`src/rtl/sinc5_pkg.sv`:
```
package sinc5_pkg;

    // Input and filter shape
    localparam int IN_W   = 5;
    localparam int ORDER  = 5;
    localparam int R_MAX  = 16;
    localparam int R_MIN  = 8;

    // Derived widths
    localparam int GROW_MAX   = ORDER * $clog2(R_MAX);
    localparam int ACC_W      = IN_W + GROW_MAX;
    localparam int OUT_W      = IN_W + ORDER * $clog2(R_MIN);
    localparam int NORM_SHIFT = ACC_W - OUT_W;
    localparam int CNT_W      = $clog2(R_MAX);

    typedef logic signed [IN_W-1:0]  smp_t;
    typedef logic signed [ACC_W-1:0] acc_t;
    typedef logic signed [OUT_W-1:0] out_t;
    typedef logic [CNT_W-1:0]        phase_t;

    typedef enum logic {
        RATE_DIV16 = 1'b0,
        RATE_DIV8  = 1'b1
    } rate_e;

    typedef struct packed {
        logic strobe;
        acc_t value;
    } acc_beat_t;

    // Last phase index of a decimation group
    function automatic phase_t last_phase(input rate_e r);
        return (r == RATE_DIV16) ? phase_t'(R_MAX - 1) : phase_t'(R_MIN - 1);
    endfunction

    // Sign-extend a modulator sample to accumulator width
    function automatic acc_t widen(input smp_t x);
        return {{(ACC_W - IN_W){x[IN_W-1]}}, x};
    endfunction

    // Bring both ratios to the same output full scale
    function automatic out_t normalize(input acc_t a, input rate_e r);
        acc_t s;
        s = (r == RATE_DIV16) ? (a >>> NORM_SHIFT) : a;
        return s[OUT_W-1:0];
    endfunction

endpackage

```
`src/rtl/sinc5_integ_chain.sv`:
```
module sinc5_integ_chain
    import sinc5_pkg::*;
#(
    parameter int STAGES = ORDER
) (
    input  logic      clk_i,
    input  logic      rst_i,
    input  logic      clr_i,
    input  acc_beat_t in_i,
    output acc_t      out_o
);

    acc_t taps [STAGES];

    for (genvar k = 0; k < STAGES; k++) begin : g_stage
        acc_t feed;
        acc_t stage_q;

        if (k == 0) begin : g_first
            assign feed = in_i.value;
        end else begin : g_next
            assign feed = taps[k-1];
        end

        // Each stage adds the previous stage's registered value: one pipeline
        // step per stage, modular arithmetic.
        always_ff @(posedge clk_i) begin
            if (rst_i || clr_i) begin
                stage_q <= '0;
            end else if (in_i.strobe) begin
                stage_q <= stage_q + feed;
            end
        end

        assign taps[k] = stage_q;
    end

    assign out_o = taps[STAGES-1];

endmodule

```
`src/rtl/sinc5_phase_ctr.sv`:
```
module sinc5_phase_ctr
    import sinc5_pkg::*;
(
    input  logic  clk_i,
    input  logic  rst_i,
    input  logic  clr_i,
    input  logic  strobe_i,
    input  rate_e rate_i,
    output logic  tick_o
);

    phase_t cnt_q;
    phase_t last;
    logic   wrap;

    assign last = last_phase(rate_i);
    assign wrap = (cnt_q == last);

    always_ff @(posedge clk_i) begin
        if (rst_i || clr_i) begin
            cnt_q  <= '0;
            tick_o <= 1'b0;
        end else begin
            tick_o <= strobe_i && wrap;
            if (strobe_i) begin
                cnt_q <= wrap ? '0 : cnt_q + 1'b1;
            end
        end
    end

endmodule

```
`src/rtl/sinc5_comb_chain.sv`:
```
module sinc5_comb_chain
    import sinc5_pkg::*;
#(
    parameter int STAGES = ORDER
) (
    input  logic clk_i,
    input  logic rst_i,
    input  logic clr_i,
    input  logic tick_i,
    input  acc_t din_i,
    output acc_t dout_o
);

    acc_t dly [STAGES];
    acc_t diff [STAGES+1];

    always_comb begin
        diff[0] = din_i;
        for (int k = 0; k < STAGES; k++) begin
            diff[k+1] = diff[k] - dly[k];
        end
    end

    for (genvar k = 0; k < STAGES; k++) begin : g_stage
        acc_t dly_q;

        always_ff @(posedge clk_i) begin
            if (rst_i || clr_i) begin
                dly_q <= '0;
            end else if (tick_i) begin
                dly_q <= diff[k];
            end
        end

        assign dly[k] = dly_q;
    end

    assign dout_o = diff[STAGES];

endmodule

```
`src/rtl/sinc5_decimator.sv`:
```
module sinc5_decimator
    import sinc5_pkg::*;
(
    input  logic             clk_i,
    input  logic             rst_i,
    input  logic             rate_sel_i,
    input  logic             smp_vld_i,
    input  logic [IN_W-1:0]  smp_i,
    output logic             dec_vld_o,
    output logic [OUT_W-1:0] dec_o
);

    rate_e     rate_q;
    rate_e     rate_in;
    logic      clr;
    acc_beat_t beat;
    acc_t      integ_out;
    acc_t      comb_out;
    logic      tick;

    assign rate_in = rate_e'(rate_sel_i);
    assign clr     = (rate_in != rate_q);

    // Rate register follows the input even in reset, so a select held
    // through reset does not count as a change afterwards.
    always_ff @(posedge clk_i) begin
        rate_q <= rate_in;
    end

    assign beat.strobe = smp_vld_i && !clr;
    assign beat.value  = widen(smp_t'(smp_i));

    sinc5_integ_chain #(.STAGES(ORDER)) u_integ (
        .clk_i (clk_i),
        .rst_i (rst_i),
        .clr_i (clr),
        .in_i  (beat),
        .out_o (integ_out)
    );

    sinc5_phase_ctr u_phase (
        .clk_i    (clk_i),
        .rst_i    (rst_i),
        .clr_i    (clr),
        .strobe_i (beat.strobe),
        .rate_i   (rate_q),
        .tick_o   (tick)
    );

    sinc5_comb_chain #(.STAGES(ORDER)) u_comb (
        .clk_i  (clk_i),
        .rst_i  (rst_i),
        .clr_i  (clr),
        .tick_i (tick),
        .din_i  (integ_out),
        .dout_o (comb_out)
    );

    always_ff @(posedge clk_i) begin
        if (rst_i) begin
            dec_vld_o <= 1'b0;
            dec_o     <= '0;
        end else if (clr) begin
            dec_vld_o <= 1'b0;
        end else begin
            dec_vld_o <= tick;
            if (tick) begin
                dec_o <= normalize(comb_out, rate_q);
            end
        end
    end

endmodule

```
`config.mk`:
```
export PLATFORM = sky130hd
export DESIGN_NAME = sinc5_decimator
export DESIGN_NICKNAME = d
export VERILOG_FILES = /design/src/rtl/sinc5_pkg.sv /design/src/rtl/sinc5_integ_chain.sv /design/src/rtl/sinc5_phase_ctr.sv /design/src/rtl/sinc5_comb_chain.sv /design/src/rtl/sinc5_decimator.sv
export SDC_FILE = /design/constraint.sdc
export NUM_CORES = 1
export LEC_CHECK = 0
export BUFFER_PORTS_ARGS = -buffer_cell sky130_fd_sc_hd__buf_2
export CAP_MARGIN = 40
export CORE_ASPECT_RATIO = 0.5
export CORE_MARGIN = 2
export CORE_UTILIZATION = 65
export DETAILED_ROUTE_END_ITERATION = 10
export PLACE_DENSITY = 0.79
export SLEW_MARGIN = 15
export SYNTH_ARGS = -nofsm -noshare
export SYNTH_HDL_FRONTEND = slang
export SYNTH_SLANG_ARGS = --single-unit
```
`constraint.sdc`:
```
create_clock -name clk_i -period 10.1 [get_ports clk_i]
set_input_delay 1.01 -clock clk_i [delete_from_list [all_inputs] [get_ports clk_i]]
set_output_delay 1.01 -clock clk_i [all_outputs]
set_load 0.02 [all_outputs]
```
==> flow_metrics.env, run 1 <==
export IMPL_outcome="finished, final reports clean"
export IMPL_worst_slew_margin_rel=0.411
export IMPL_die_w_um=255
export IMPL_dpl_hpwl_um=32800
export IMPL_syn_inst=2532
export IMPL_critical_path_endpoint_type="flip-flop"
export IMPL_overflow=0
export IMPL_cts_max_level=1
export IMPL_stdcell_count=2965
export IMPL_num_rows=45
export IMPL_die_h_um=129
export IMPL_worstMarginPinSlew_ps=881
export IMPL_ys_seq_area_frac=0.272
export IMPL_avgRoutedWirePerCell_um=15.1
export IMPL_critPathBufInv=1
export IMPL_cp_required_ps=10580
export IMPL_fin_ws_ps=1250
export IMPL_yosysTopAreaCell="dfxtp_1"
export IMPL_crit_top_cell="xnor2_1"
export IMPL_multi_input_area_mm2=0.0138
export IMPL_timing_final_crit_share=0.876
export IMPL_synth_area_per_cell_um2=8.06
export IMPL_hold_slack_ps=457
export IMPL_track_usage=0.269
export IMPL_netlist_top_cells_area="dfxtp_1, ha_1, a21oi_1"
export IMPL_clock_path_buffers=3
export IMPL_hold_buffers=0
export IMPL_grt_antenna_before_repair=0
export IMPL_post_route_drc_count=0
export IMPL_tns_ps=0
export IMPL_synth_cell_types=69
export IMPL_drive_gt1_frac=0.0519
export IMPL_cts_buffers=27
export IMPL_cts_resized=0
export IMPL_syn_area_mm2=0.0204
export IMPL_clk_latency_ps=550
export IMPL_cts_root_buf="clkbuf_16"
export IMPL_num_vias=17400
export IMPL_gp_congestion=0.914
export IMPL_viasPerCell=5.85
export IMPL_ys_warn_count=0
export IMPL_grt_pass1_wl_um=74900
export IMPL_dp_cells=2915
export IMPL_slowest_stage="a2111oi_0"
export IMPL_fillers=2508
export IMPL_drv_cap=0
export IMPL_final_hold_viol_count=0
export IMPL_worstPathMaxFanout=5
export IMPL_synth_flop_cell="dfxtp_1"
export IMPL_cp_top_family="compound AO/OA/AOI/OAI gates"
export IMPL_post_cts_setup_buffers=0
export IMPL_cts_num_sinks=277
export IMPL_crit_path_max_incr_delay_ps=380
export IMPL_setup_viol=0
export IMPL_critPathLaunchType="flip-flop"
export IMPL_crit_arrival_ps=9330
export IMPL_period_minus_slack_ps=8850
export IMPL_area_delta_synth_final_pct=7.02
export IMPL_pin_count=30
export IMPL_antenna_left=0
export IMPL_drt_iter0_markers=989
export IMPL_rsz0062_at_grt="false"
export IMPL_async_reset_ff_frac=0
export IMPL_worstSetupPathType="reg2reg"
export IMPL_start_util=0.667
export IMPL_dr_pass1_iters=5
export IMPL_totalWireLength_um=44700
export IMPL_final_nets=2782
export IMPL_io_buffers=29
export IMPL_syn_nets=2792
export IMPL_synth_edf_count=0
export IMPL_yosysTopAreaCellShare=0.272
export IMPL_synth_seq_cells=277
export IMPL_grt_pass1_vias=16300
export IMPL_cts_tree="yes"
export IMPL_slew_violations=0
export IMPL_die_area_mm2=0.0329
export IMPL_pre_cts_ws_ps=1390
export IMPL_clk_pin_slew_ps=70
export IMPL_regArea_mm2=0.00555
export IMPL_finClkSkew_ps=13.0
export IMPL_diodes=0
export IMPL_min_path_type="reg2reg"
export IMPL_max_freq_mhz=113
export IMPL_coreArea_mm2=0.0306
export IMPL_grt_max_degree=94
[area by class of cell]
cell class                      instances  area share
Multi-Input combinational cell       1968       0.632
Clock inverter                         11     0.00418
Sequential cell                       277       0.254
Tap cell                              423      0.0242
Inverter                              206      0.0354
Timing Repair Buffer                   42      0.0145
Clock buffer                           38      0.0356
[registers in the layout, indices dropped and copies added, names as in the netlist]
register and cells:
u_integ.out_o 25, rate_q 1, u_comb.g_stage.dly_q 125, dec_o 20, u_phase.cnt_q 4, dec_vld_o 1, u_phase.tick_o 1, u_integ.g_stage.stage_q 100
[kinds of logic (layout without fill, tap and decap cells)]
kind of cell,Yosys count,count (layout),synth area share
AOI/OAI and AO/OA,764,764,0.233
buffers and inverters,287,297,0.0528
adders and majority gates,251,251,0.158
muxes,114,114,0.0559
xor gates and xnor gates,208,208,0.0903
DFF,277,277,0.272
and+or+nand+nor,631,631,0.139
[layer usage]
| metal | global-route usage | routed length, um | up-vias |
|---|---|---|---|
| met3 | 0.0333 | 1210 | 80 |
| li1 | - | - | 8971 |
| met2 | 0.490 | 21000 | 226 |
| met5 | 0 | 0 | - |
| met4 | 0.0729 | 1060 | 0 |
| met1 | 0.337 | 21500 | 8079 |
[path summary, 6_finish.rpt]
kind,startpoint,to,slack (ps),cells past startpoint
worst max-delay path,u_comb.g_stage[0].dly_q[1],dec_o[19],1250,45
worst min-delay path,dec_o[11],dec_o[11],460,2
worst max register to register,u_comb.g_stage[0].dly_q[1],dec_o[19],1250,45
worst min register to register,dec_o[11],dec_o[11],460,2
[layout by cell type, fill, tap and decap left out, drive strengths merged, types with 35 or more instances in the layout]
cell    netlist  layout
dfxtp       277     277
nor2        271     271
a21oi       243     243
ha          241     241
o21ai       211     211
inv         205     205
nand2       150     150
xnor2       124     124
mux2i       114     114
xor2         83      83
a21o         68      68
nor3         47      47
buf           7      42
clkbuf       74      38
nand3        35      35
[through the flow]
| step | util | area, um2 |
|---|---|---|
| after floorplan | - | 20400 |
| after global placement | 0.681 | 20900 |
| after detailed placement | 0.684 | 21000 |
| after CTS | 0.712 | 21800 |
| after global routing | 0.713 | 21800 |
| final | 0.713 | 21800 |
[tightest hold or removal path, stage by stage, from the launching register on]
cell     delay (ps)
dfxtp_1         310
nand2_1          50
a21oi_1          50
[synthesized netlist by cell type, drive strengths merged (47+ instances only)]
cell type	instances
a21o	68
a21oi	243
clkbuf	74
dfxtp	277
ha	241
inv	205
mux2i	114
nand2	150
nor2	271
nor3	47
o21ai	211
xnor2	124
xor2	83
Power of run 1 is not shown: default switching activity piles up to over one toggle a cycle in this logic, so the estimate is an artifact.
==> run 2, diff against run 1 <==
--- a/config.mk
+++ b/config.mk
@@ -9,9 +9,9 @@
 export CAP_MARGIN = 40
 export CORE_ASPECT_RATIO = 0.5
 export CORE_MARGIN = 2
-export CORE_UTILIZATION = 65
+export CORE_UTILIZATION = 52
 export DETAILED_ROUTE_END_ITERATION = 10
-export PLACE_DENSITY = 0.79
+export PLACE_DENSITY = 0.65
 export SLEW_MARGIN = 15
 export SYNTH_ARGS = -nofsm -noshare
 export SYNTH_HDL_FRONTEND = slang
==> run 2 against run 1 <==
Net effect:
- utilization decreased by 15 points
- non-clock buffer count unchanged
- critical path depth unchanged
- clock-buffer cell count increased by 4
- sequential share of layout area decreased by 0.16 points
- design area increased by 0.64%
- via count decreased by 1.7%
- highest routed layer unchanged
==> flow_metrics.env, run 2 (synthesis gave the netlist of run 1 again) <==
export IMPL_final_common_cell="dfxtp_1"
export IMPL_rsz0062_at_grt="false"
export IMPL_clock_path_buffers=3
export IMPL_stdcell_area_mm2=0.0220
export IMPL_critPathLaunchType="flip-flop"
export IMPL_layout_common_cells="dfxtp_1, nor2_1, a21oi_1, ha_1, o21ai_0"
export IMPL_num_vias=17100
export IMPL_max_freq_mhz=114
export IMPL_hold_end="dec_o[2]"
export IMPL_grt_pass1_wl_um=77500
export IMPL_crit_top_cell="xnor2_1"
export IMPL_post_cts_setup_buffers=0
export IMPL_hold_slack_ps=450
export IMPL_largest_reg_flops=125
export IMPL_track_usage=0.222
export IMPL_cp_top_family="compound AO/OA/AOI/OAI gates"
export IMPL_grt_pass1_vias=15900
export IMPL_hold_buffers=0
export IMPL_final_hold_viol_count=0
export IMPL_reg2reg_slack_ps=1300
export IMPL_pin_count=30
export IMPL_viasPerCell=5.55
export IMPL_totalWireLength_um=45800
export IMPL_drive_gt1_frac=0.0519
export IMPL_coreArea_mm2=0.0388
export IMPL_period_minus_slack_ps=8800
export IMPL_start_util=0.526
export IMPL_crit_arrival_ps=9310
export IMPL_min_path_cells=2
export IMPL_diodes=0
export IMPL_cts_root_buf="clkbuf_16"
export IMPL_grt_antenna_before_repair=0
export IMPL_largest_register="u_comb.g_stage.dly_q"
export IMPL_drv_cap=0
export IMPL_final_nets=2784
export IMPL_outcome="finished, final reports clean"
export IMPL_worstMarginPinSlew_ps=833
export IMPL_r2r_end="dec_o[19]"
export IMPL_critical_path_endpoint_type="flip-flop"
export IMPL_cts_tree="yes"
export IMPL_die_w_um=284
export IMPL_cp_required_ps=10600
export IMPL_tns_ps=0
export IMPL_worst_slew_margin_rel=0.445
export IMPL_placed_area_mm2=0.0211
export IMPL_crit_path_max_incr_delay_ps=390
export IMPL_clk_pin_slew_ps=70
export IMPL_overflow=0
export IMPL_antenna_left=0
export IMPL_cts_resized=0
export IMPL_min_path_type="reg2reg"
export IMPL_avgRoutedWirePerCell_um=14.9
export IMPL_r2r_start="u_comb.g_stage[0].dly_q[1]"
export IMPL_timing_final_crit_share=0.872
export IMPL_worstSetupPathType="reg2reg"
export IMPL_grt_max_degree=79
export IMPL_rr_worst_depth=45
export IMPL_num_rows=51
export IMPL_cts_buffers=29
export IMPL_die_area_mm2=0.0410
export IMPL_die_h_um=144
export IMPL_io_buffers=29
export IMPL_finClkSkew_ps=8.57
export IMPL_drt_iter0_markers=740
export IMPL_gp_congestion=0.839
export IMPL_slowest_stage="a2111oi_0"
export IMPL_area_delta_synth_final_pct=7.70
export IMPL_dr_pass1_iters=5
export IMPL_setup_viol=0
export IMPL_worstPathMaxFanout=5
export IMPL_dpl_hpwl_um=33500
export IMPL_critPathBufInv=1
export IMPL_cts_num_sinks=277
export IMPL_slew_violations=0
export IMPL_clk_latency_ps=580
export IMPL_cts_max_level=1
export IMPL_post_route_drc_count=0
export IMPL_min_from="dec_o[2]"
## run 2: cell count changes in the layout (fill, tap and decap cells not counted)
cell,previous run,this run
buf_4,9,11
buf_16,2,0
inv_6,0,1
clkinv_4,1,0
clkbuf_16,27,29
clkinv_2,6,5
clkbuf_1,5,7
clkinvlp_4,3,2
## run 2: worst register-to-register path: cells and delay by family, from the launching register on
family	cells	cell delay, ps
compound gates	21	4060
xor+xnor	6	970
fa+ha+maj	5	1580
buf+inv	1	70
flops	1	380
simple gates	12	1660
## run 2: worst max path at each step
stage | start | endpoint | slack [ps] | cells after the start
after global routing | u_comb.g_stage[0].dly_q[1] | dec_o[19] | 410 | 45
after floorplan | u_comb.g_stage[0].dly_q[1] | dec_o[19] | 2330 | 45
after detailed placement | u_comb.g_stage[0].dly_q[1] | dec_o[19] | 1300 | 45
after global placement | u_comb.g_stage[0].dly_q[1] | dec_o[19] | 1660 | 45
final | u_comb.g_stage[0].dly_q[1] | dec_o[19] | 1300 | 45
after CTS | u_comb.g_stage[0].dly_q[1] | dec_o[19] | 1250 | 45
## run 2: per-stage QoR
step / worst slack, ps / instances / util
2_1_floorplan: 2330 / 2532 / -
3_3_place_gp: 1660 / 3019 / 0.542
3_5_place_dp: 1300 / 3022 / 0.543
4_1_cts: 1250 / 3073 / 0.566
5_1_grt: 414 / 3074 / 0.567
6_report: 1300 / 3074 / 0.567
## run 2: routing by layer
metal	track usage	vias up	share of wire
li1	-	8957	-
met1	0.285	7884	0.50
met2	0.402	165	0.46
met3	0.0282	55	0.026
met4	0.0435	0	0.018
met5	0	-	0
## run 2: area by class of cell
cell class,instances,area (um2)
Timing Repair Buffer,42,278
Clock inverter,9,78.8
Sequential cell,277,5550
Inverter,206,773
Fill cell,3737,16800
Tap cell,530,663
Clock buffer,42,835
Multi-Input combinational cell,1968,13800
Power of run 2 is left out for the same reason.
